File: config.mk
export PLATFORM = sky130hd
export DESIGN_NAME = cyc_stamp_unit
export DESIGN_NICKNAME = d
export VERILOG_FILES = /design/src/rtl/tsc_pkg.sv /design/src/rtl/tsc_counter.sv /design/src/rtl/tsc_access_chk.sv /design/src/rtl/tsc_read_port.sv /design/src/rtl/cyc_stamp_unit.sv
export SDC_FILE = /design/constraint.sdc
export NUM_CORES = 1
export LEC_CHECK = 0
export ABC_AREA = 0
export CAP_MARGIN = 20
export CELL_PAD_IN_SITES_DETAIL_PLACEMENT = 1
export CELL_PAD_IN_SITES_GLOBAL_PLACEMENT = 1
export CORE_MARGIN = 2
export CORE_UTILIZATION = 43
export DETAILED_ROUTE_END_ITERATION = 7
export GPL_ROUTABILITY_DRIVEN = 1
export PLACE_DENSITY = 0.88
export SLEW_MARGIN = 20
export SYNTH_ARGS = -nofsm -noshare
export SYNTH_HDL_FRONTEND = slang
export SYNTH_SLANG_ARGS = --single-unit
File: constraint.sdc
create_clock -name clk_i -period 2.3 [get_ports clk_i]
set_input_delay 0.23 -clock clk_i [delete_from_list [all_inputs] [get_ports clk_i]]
set_output_delay 0.23 -clock clk_i [all_outputs]
set_load 0.02 [all_outputs]
File: src/rtl/tsc_pkg.sv
package tsc_pkg;

  typedef enum logic [1:0] {
    MODE_REAL = 2'b00,
    MODE_PROT = 2'b01,
    MODE_V86  = 2'b10,
    MODE_RSVD = 2'b11
  } exec_mode_e;

  typedef struct packed {
    logic grant;
    logic fault;
    logic code_vld;
  } access_res_t;

  localparam access_res_t RES_IDLE = '{grant: 1'b0, fault: 1'b0, code_vld: 1'b0};

endpackage

File: src/rtl/tsc_counter.sv
module tsc_counter #(
  parameter int CNT_W = 64
) (
  input  logic             clk_i,
  input  logic             rst_ni,
  output logic [CNT_W-1:0] cnt_o
);

  localparam logic [CNT_W-1:0] STEP = CNT_W'(1);

  logic [CNT_W-1:0] cnt_q;

  // wraps silently by truncation
  always_ff @(posedge clk_i or negedge rst_ni) begin
    if (!rst_ni) cnt_q <= '0;
    else         cnt_q <= cnt_q + STEP;
  end

  assign cnt_o = cnt_q;

endmodule

File: src/rtl/tsc_access_chk.sv
module tsc_access_chk
  import tsc_pkg::*;
#(
  parameter int PRIV_W = 2
) (
  input  logic              rd_req_i,
  input  logic              msr_req_i,
  input  logic [PRIV_W-1:0] priv_i,
  input  logic [1:0]        mode_i,
  input  logic              tsd_i,
  output access_res_t       rd_res_o,
  output access_res_t       msr_res_o
);

  exec_mode_e mode;
  logic       ring0;
  logic       rd_eff;
  logic       rd_allow;
  logic       rd_code;

  assign mode   = exec_mode_e'(mode_i);
  assign ring0  = (priv_i == '0);
  assign rd_eff = rd_req_i & ~msr_req_i;  // privileged path wins

  always_comb begin
    rd_allow = 1'b1;
    rd_code  = 1'b1;
    if (tsd_i) begin
      unique case (mode)
        MODE_REAL: begin
          rd_allow = 1'b0;
          rd_code  = 1'b0;
        end
        MODE_V86:  rd_allow = 1'b0;
        MODE_PROT,
        MODE_RSVD: rd_allow = ring0;
        default:   rd_allow = 1'b0;
      endcase
    end
  end

  always_comb begin
    rd_res_o = RES_IDLE;
    if (rd_eff) begin
      rd_res_o.grant    = rd_allow;
      rd_res_o.fault    = ~rd_allow;
      rd_res_o.code_vld = ~rd_allow & rd_code;
    end
  end

  always_comb begin
    msr_res_o = RES_IDLE;
    if (msr_req_i) begin
      msr_res_o.grant    = ring0;
      msr_res_o.fault    = ~ring0;
      msr_res_o.code_vld = ~ring0 & (mode != MODE_REAL);
    end
  end

endmodule

File: src/rtl/tsc_read_port.sv
module tsc_read_port
  import tsc_pkg::*;
#(
  parameter int HALF_W = 32,
  localparam int CNT_W = 2 * HALF_W,
  localparam int NPART = 2
) (
  input  logic              clk_i,
  input  logic              rst_ni,
  input  logic [CNT_W-1:0]  cnt_i,
  input  access_res_t       rd_res_i,
  input  access_res_t       msr_res_i,
  output logic              rd_valid_o,
  output logic [HALF_W-1:0] rd_hi_o,
  output logic [HALF_W-1:0] rd_lo_o,
  output logic              msr_valid_o,
  output logic [CNT_W-1:0]  msr_data_o,
  output logic              fault_o,
  output logic              fault_code_vld_o
);

  logic [NPART-1:0][HALF_W-1:0] part_q;
  logic [CNT_W-1:0]             full_q;
  logic                         rd_vld_q, msr_vld_q, flt_q, code_q;

  // half-word registers, both loaded from one sample
  for (genvar p = 0; p < NPART; p++) begin : g_part
    always_ff @(posedge clk_i or negedge rst_ni) begin
      if (!rst_ni)             part_q[p] <= '0;
      else if (rd_res_i.grant) part_q[p] <= cnt_i[p*HALF_W +: HALF_W];
    end
  end

  always_ff @(posedge clk_i or negedge rst_ni) begin
    if (!rst_ni)              full_q <= '0;
    else if (msr_res_i.grant) full_q <= cnt_i;
  end

  always_ff @(posedge clk_i or negedge rst_ni) begin
    if (!rst_ni) begin
      rd_vld_q  <= 1'b0;
      msr_vld_q <= 1'b0;
      flt_q     <= 1'b0;
      code_q    <= 1'b0;
    end else begin
      rd_vld_q  <= rd_res_i.grant;
      msr_vld_q <= msr_res_i.grant;
      flt_q     <= rd_res_i.fault | msr_res_i.fault;
      code_q    <= msr_res_i.fault ? msr_res_i.code_vld : rd_res_i.code_vld;
    end
  end

  assign rd_valid_o       = rd_vld_q;
  assign rd_lo_o          = part_q[0];
  assign rd_hi_o          = part_q[NPART-1];
  assign msr_valid_o      = msr_vld_q;
  assign msr_data_o       = full_q;
  assign fault_o          = flt_q;
  assign fault_code_vld_o = code_q;

endmodule

File: src/rtl/cyc_stamp_unit.sv
module cyc_stamp_unit
  import tsc_pkg::*;
#(
  parameter int HALF_W = 32,
  localparam int CNT_W = 2 * HALF_W
) (
  input  logic              clk_i,
  input  logic              rst_ni,
  input  logic              rd_req_i,
  input  logic              msr_req_i,
  input  logic [1:0]        priv_i,
  input  logic [1:0]        mode_i,
  input  logic              tsd_i,
  output logic              rd_valid_o,
  output logic [HALF_W-1:0] rd_hi_o,
  output logic [HALF_W-1:0] rd_lo_o,
  output logic              msr_valid_o,
  output logic [CNT_W-1:0]  msr_data_o,
  output logic              fault_o,
  output logic              fault_code_vld_o
);

  logic [CNT_W-1:0] cnt;
  access_res_t      rd_res;
  access_res_t      msr_res;

  tsc_counter #(.CNT_W(CNT_W)) u_cnt (
    .clk_i  (clk_i),
    .rst_ni (rst_ni),
    .cnt_o  (cnt)
  );

  tsc_access_chk #(.PRIV_W(2)) u_chk_acc (
    .rd_req_i  (rd_req_i),
    .msr_req_i (msr_req_i),
    .priv_i    (priv_i),
    .mode_i    (mode_i),
    .tsd_i     (tsd_i),
    .rd_res_o  (rd_res),
    .msr_res_o (msr_res)
  );

  tsc_read_port #(.HALF_W(HALF_W)) u_port (
    .clk_i            (clk_i),
    .rst_ni           (rst_ni),
    .cnt_i            (cnt),
    .rd_res_i         (rd_res),
    .msr_res_i        (msr_res),
    .rd_valid_o       (rd_valid_o),
    .rd_hi_o          (rd_hi_o),
    .rd_lo_o          (rd_lo_o),
    .msr_valid_o      (msr_valid_o),
    .msr_data_o       (msr_data_o),
    .fault_o          (fault_o),
    .fault_code_vld_o (fault_code_vld_o)
  );

endmodule

==> flow_metrics.py <==
metrics = {
    "clock_tree": {
        "numClockSinks": 196,
        "cts-buffers-inserted": 17,
        "cts_setup_buffers": 0,
        "tritoncts_clock_tree": "yes",
        "clkSlewWorstSetupHoldPaths_ns": 0.07,
        "worst_skew_pair.late_latency_ns": 0.43,
        "clockBufferDepth": 2,
        "clock_tree.root_cell": "sky130_fd_sc_hd__clkbuf_16",
        "cts.htree.levels": 4,
    },
    "power": {
        "power.share.combinational": 0.046,
        "reported_leakage_power_nw": 4.89,
        "power.density_cell_area_nw_per_um2": 668,
        "vdd_ir_drop_max_mv": 0.495,
        "netSwitchingPower_w": 0.00152,
        "power_frac_clock": 0.449,
        "seq_power_share": 0.504,
        "cellInternalPower_w": 0.00542,
        "swShare": 0.219,
        "total_power_w": 0.00694,
    },
    "min_path": {
        "holdCritPathClass": "primary input to async pin",
    },
    "drt": {
        "route.detailed.wl_per_inst_um": 21.8,
        "firstDrtPassIters": 4,
        "postRouteWirelength_um": 20700,
        "via_density_per_instance": 5.47,
        "drt_iter0_markers": 245,
        "drcViolationCount": 0,
        "drtAntennaViolNets": 0,
        "routed-via-count": 5197,
    },
    "timing": {
        "max_slew.worst_pin.slew_ns": 0.645,
        "maxSlewHeadroom": 0.567,
        "setup_tns_ns": 0,
        "hold_ws_ns": 0.352,
        "layout_setup_ws_ns": 0.135,
        "final.min_clock_period_ns": 2.16,
        "grt_setup_unrepaired": "no",
        "fin_skew_ns": 0.00932,
        "report.final.hold_viol_count": 0,
        "crit_share_post_route": 0.941,
        "final_max_slew_viol_count": 0,
        "max_freq_ghz": 0.462,
        "total_of_endpoints_with_negative_setup_slack_in_the_final_report": 0,
    },
    "die": {
        "die_area_um2": 19700,
        "top_level_ports": 141,
        "placement_row_count": 49,
        "die_height_um": 140,
        "die_w_um": 140,
        "initial_core_util": 0.442,
        "coreArea_um2": 18100,
    },
    "finish": {
        "antenna_cells": 0,
        "layoutNonFillerInstCount": 950,
        "nNetsFinal": 719,
        "drive_gt1_frac": 0.277,
        "syn_to_final_growth_pct": 29.8,
    },
    "yosys": {
        "synth.lib_cells_used.distinct": 31,
        "synthesized_net_count": 566,
        "seq_area_frac_synth": 0.613,
        "synth_edf_count": 0,
        "postSynthRegisterBits": 196,
        "synthesis.yosys.warnings": 0,
        "postSynthAreaPerCell_um2": 14.4,
        "mappedNetlistArea_um2": 8000,
        "netlist.top_cell.by_area": "sky130_fd_sc_hd__dfrtp_1",
        "post_synth_inst_count": 556,
        "yosys.area.top_type_share": 0.613,
        "main_synth_ff_type": "sky130_fd_sc_hd__dfrtp_1",
        "synth.top_cells.by_area": "sky130_fd_sc_hd__dfrtp_1, sky130_fd_sc_hd__mux2_2, sky130_fd_sc_hd__xnor2_1, sky130_fd_sc_hd__xor2_1, sky130_fd_sc_hd__nand4_1",
        "post_synth_arst_share": 1.00,
    },
    "place": {
        "count_of_input_and_output_buffers": 140,
        "dp_hpwl_um": 14200,
        "detailedPlace.worstSlack_ns": 0.189,
        "place_inst": 918,
        "place.gp.congestion": 0.805,
    },
    "worst_setup_path": {
        "worstPathArrival_ns": 2.52,
        "worstSetupPathType": "flop to flop",
        "required_ns": 2.65,
        "crit_path_end_kind": "flop",
        "start_kind": "flop",
        "critical_path.max_fanout": 9,
    },
    "global_route": {
        "wire_length_of_the_first_global_routing_pass_um": 33400,
        "antenna_violations_before_repair": 0,
        "number_of_global_route_vias_before_repair": 5926,
        "maximum_number_of_pins_on_one_net_before_global_route_repair": 70,
        "groute.usage.overall": 0.218,
        "global_route.overflow_total": 0,
    },
    "run": {
        "maxCapViolCount": 0,
    },
    "run_status": {
        "status": "completed",
    },
}
## metrics by stage
stage	area, um^2	utilization
global placement	9750	0.539
CTS	10400	0.574
global route	10400	0.574
floorplan	8000	-
detailed placement	9750	0.539
finish	10400	0.574
## cells in the final DEF (no fill, tap or decap), types with 6 or more instances in the layout
cell type and count:
sky130_fd_sc_hd__nor3_2 7, sky130_fd_sc_hd__dfrtp_1 196, sky130_fd_sc_hd__nor3_1 10, sky130_fd_sc_hd__nand2_1 20
sky130_fd_sc_hd__xor2_1 30, sky130_fd_sc_hd__nand3_1 21, sky130_fd_sc_hd__mux2_2 128, sky130_fd_sc_hd__xnor2_1 32
sky130_fd_sc_hd__buf_4 6, sky130_fd_sc_hd__nor4_1 7, sky130_fd_sc_hd__clkbuf_16 17, sky130_fd_sc_hd__nor2_1 17
sky130_fd_sc_hd__inv_1 8, sky130_fd_sc_hd__nand4_1 20, sky130_fd_sc_hd__clkdlybuf4s50_1 139
## worst paths after layout
kind	startpoint	to	slack, ns	cells after the start
setup / recovery	u_cnt.cnt_o[5]	u_cnt.cnt_o[60]	0.14	6
hold reg to reg	u_port.msr_data_o[44]	u_port.msr_data_o[44]	0.50	1
max in group asynchronous	rst_ni	u_port.rd_hi_o[6]	1.16	3
setup reg to reg	u_cnt.cnt_o[5]	u_cnt.cnt_o[60]	0.14	6
min in group clk_i	mode_i[1]	u_port.fault_code_vld_o	0.40	2
hold / removal	rst_ni	u_port.msr_data_o[57]	0.35	2
## layout make-up
| type | count | area, um^2 |
|---|---|---|
| clock buffers | 20 | 467 |
| clock inverters | 11 | 150 |
| fillers | 1675 | 7700 |
| inverters | 8 | 30.0 |
| multi-input cells | 334 | 2980 |
| flip-flops and latches | 196 | 4900 |
| well taps | 229 | 287 |
| repair buffers | 152 | 1560 |
## timing repair
action,4_1_cts,5_1_grt
gates resized for setup,0,1
hold buffers,1,0
setup endpoints to repair,0,2
endpoints found under the hold margin,63,0
## state kept, by name, indices dropped and copies added, names as in the netlist
signal and count:
u_port.rd_lo_o 32, u_port.msr_data_o 64, u_port.fault_code_vld_o 1, u_port.rd_valid_o 1, u_port.rd_hi_o 32, u_cnt.cnt_o 64
u_port.msr_valid_o 1, u_port.fault_o 1
## cells in the mapped netlist, types with 4 or more instances
library cell                 n
sky130_fd_sc_hd__and4_1      5
sky130_fd_sc_hd__inv_1       8
sky130_fd_sc_hd__nand4_2     5
sky130_fd_sc_hd__nand3_1    21
sky130_fd_sc_hd__nor3_2      7
sky130_fd_sc_hd__nand4_1    20
sky130_fd_sc_hd__nor3_1     10
sky130_fd_sc_hd__xnor2_1    32
sky130_fd_sc_hd__nor4_4      5
sky130_fd_sc_hd__and3_1      4
sky130_fd_sc_hd__nor2_1     17
sky130_fd_sc_hd__dfrtp_1   196
sky130_fd_sc_hd__xor2_1     30
sky130_fd_sc_hd__and2_1      7
sky130_fd_sc_hd__mux2_2    128
sky130_fd_sc_hd__buf_2      11
sky130_fd_sc_hd__nand2_1    20
sky130_fd_sc_hd__clkbuf_1    4
sky130_fd_sc_hd__nor4_1      7
## per-layer routing
layer	share of wire	vias up	global-route usage	wire (um)
met3	0.052	27	0.0561	1070
met1	0.42	2750	0.268	8650
met4	0.016	0	0.0680	325
met2	0.51	144	0.378	10600
li1	-	2276	-	-
met5	0	-	0	0
## power by group through the flow
stage | clock network, W | logic [W] | registers (W)
after detailed placement | 0 | 0.000326 | 0.00357
after floorplan | 0 | 0.0000880 | 0.00360
after CTS | 0.00318 | 0.000329 | 0.00350
after global placement | 0 | 0.000311 | 0.00356
after global routing | 0.00331 | 0.000345 | 0.00350
final | 0.00312 | 0.000320 | 0.00350
## kinds of logic (layout without fill, tap and decap cells)
logic type | Yosys count | count (layout) | share of synthesized area
AOI/OAI and AO/OA | 4 | 4 | 0.00281
xor gates and xnor gates | 62 | 62 | 0.0679
and+or+nand+nor | 139 | 139 | 0.119
muxes | 128 | 128 | 0.180
DFF | 196 | 196 | 0.613
adders and majority gates | 1 | 1 | 0.00156
buffers and inverters | 26 | 191 | 0.0158
## critical path, cell delays in order, from the launching register on
cell and delay, ns:
sky130_fd_sc_hd__dfrtp_1 0.49, sky130_fd_sc_hd__nand4_2 0.27, sky130_fd_sc_hd__buf_4 0.27, sky130_fd_sc_hd__nor3_4 0.34
sky130_fd_sc_hd__nand4_1 0.24, sky130_fd_sc_hd__nor3_1 0.33, sky130_fd_sc_hd__xnor2_1 0.15
(Power assumes the default switching activity.)
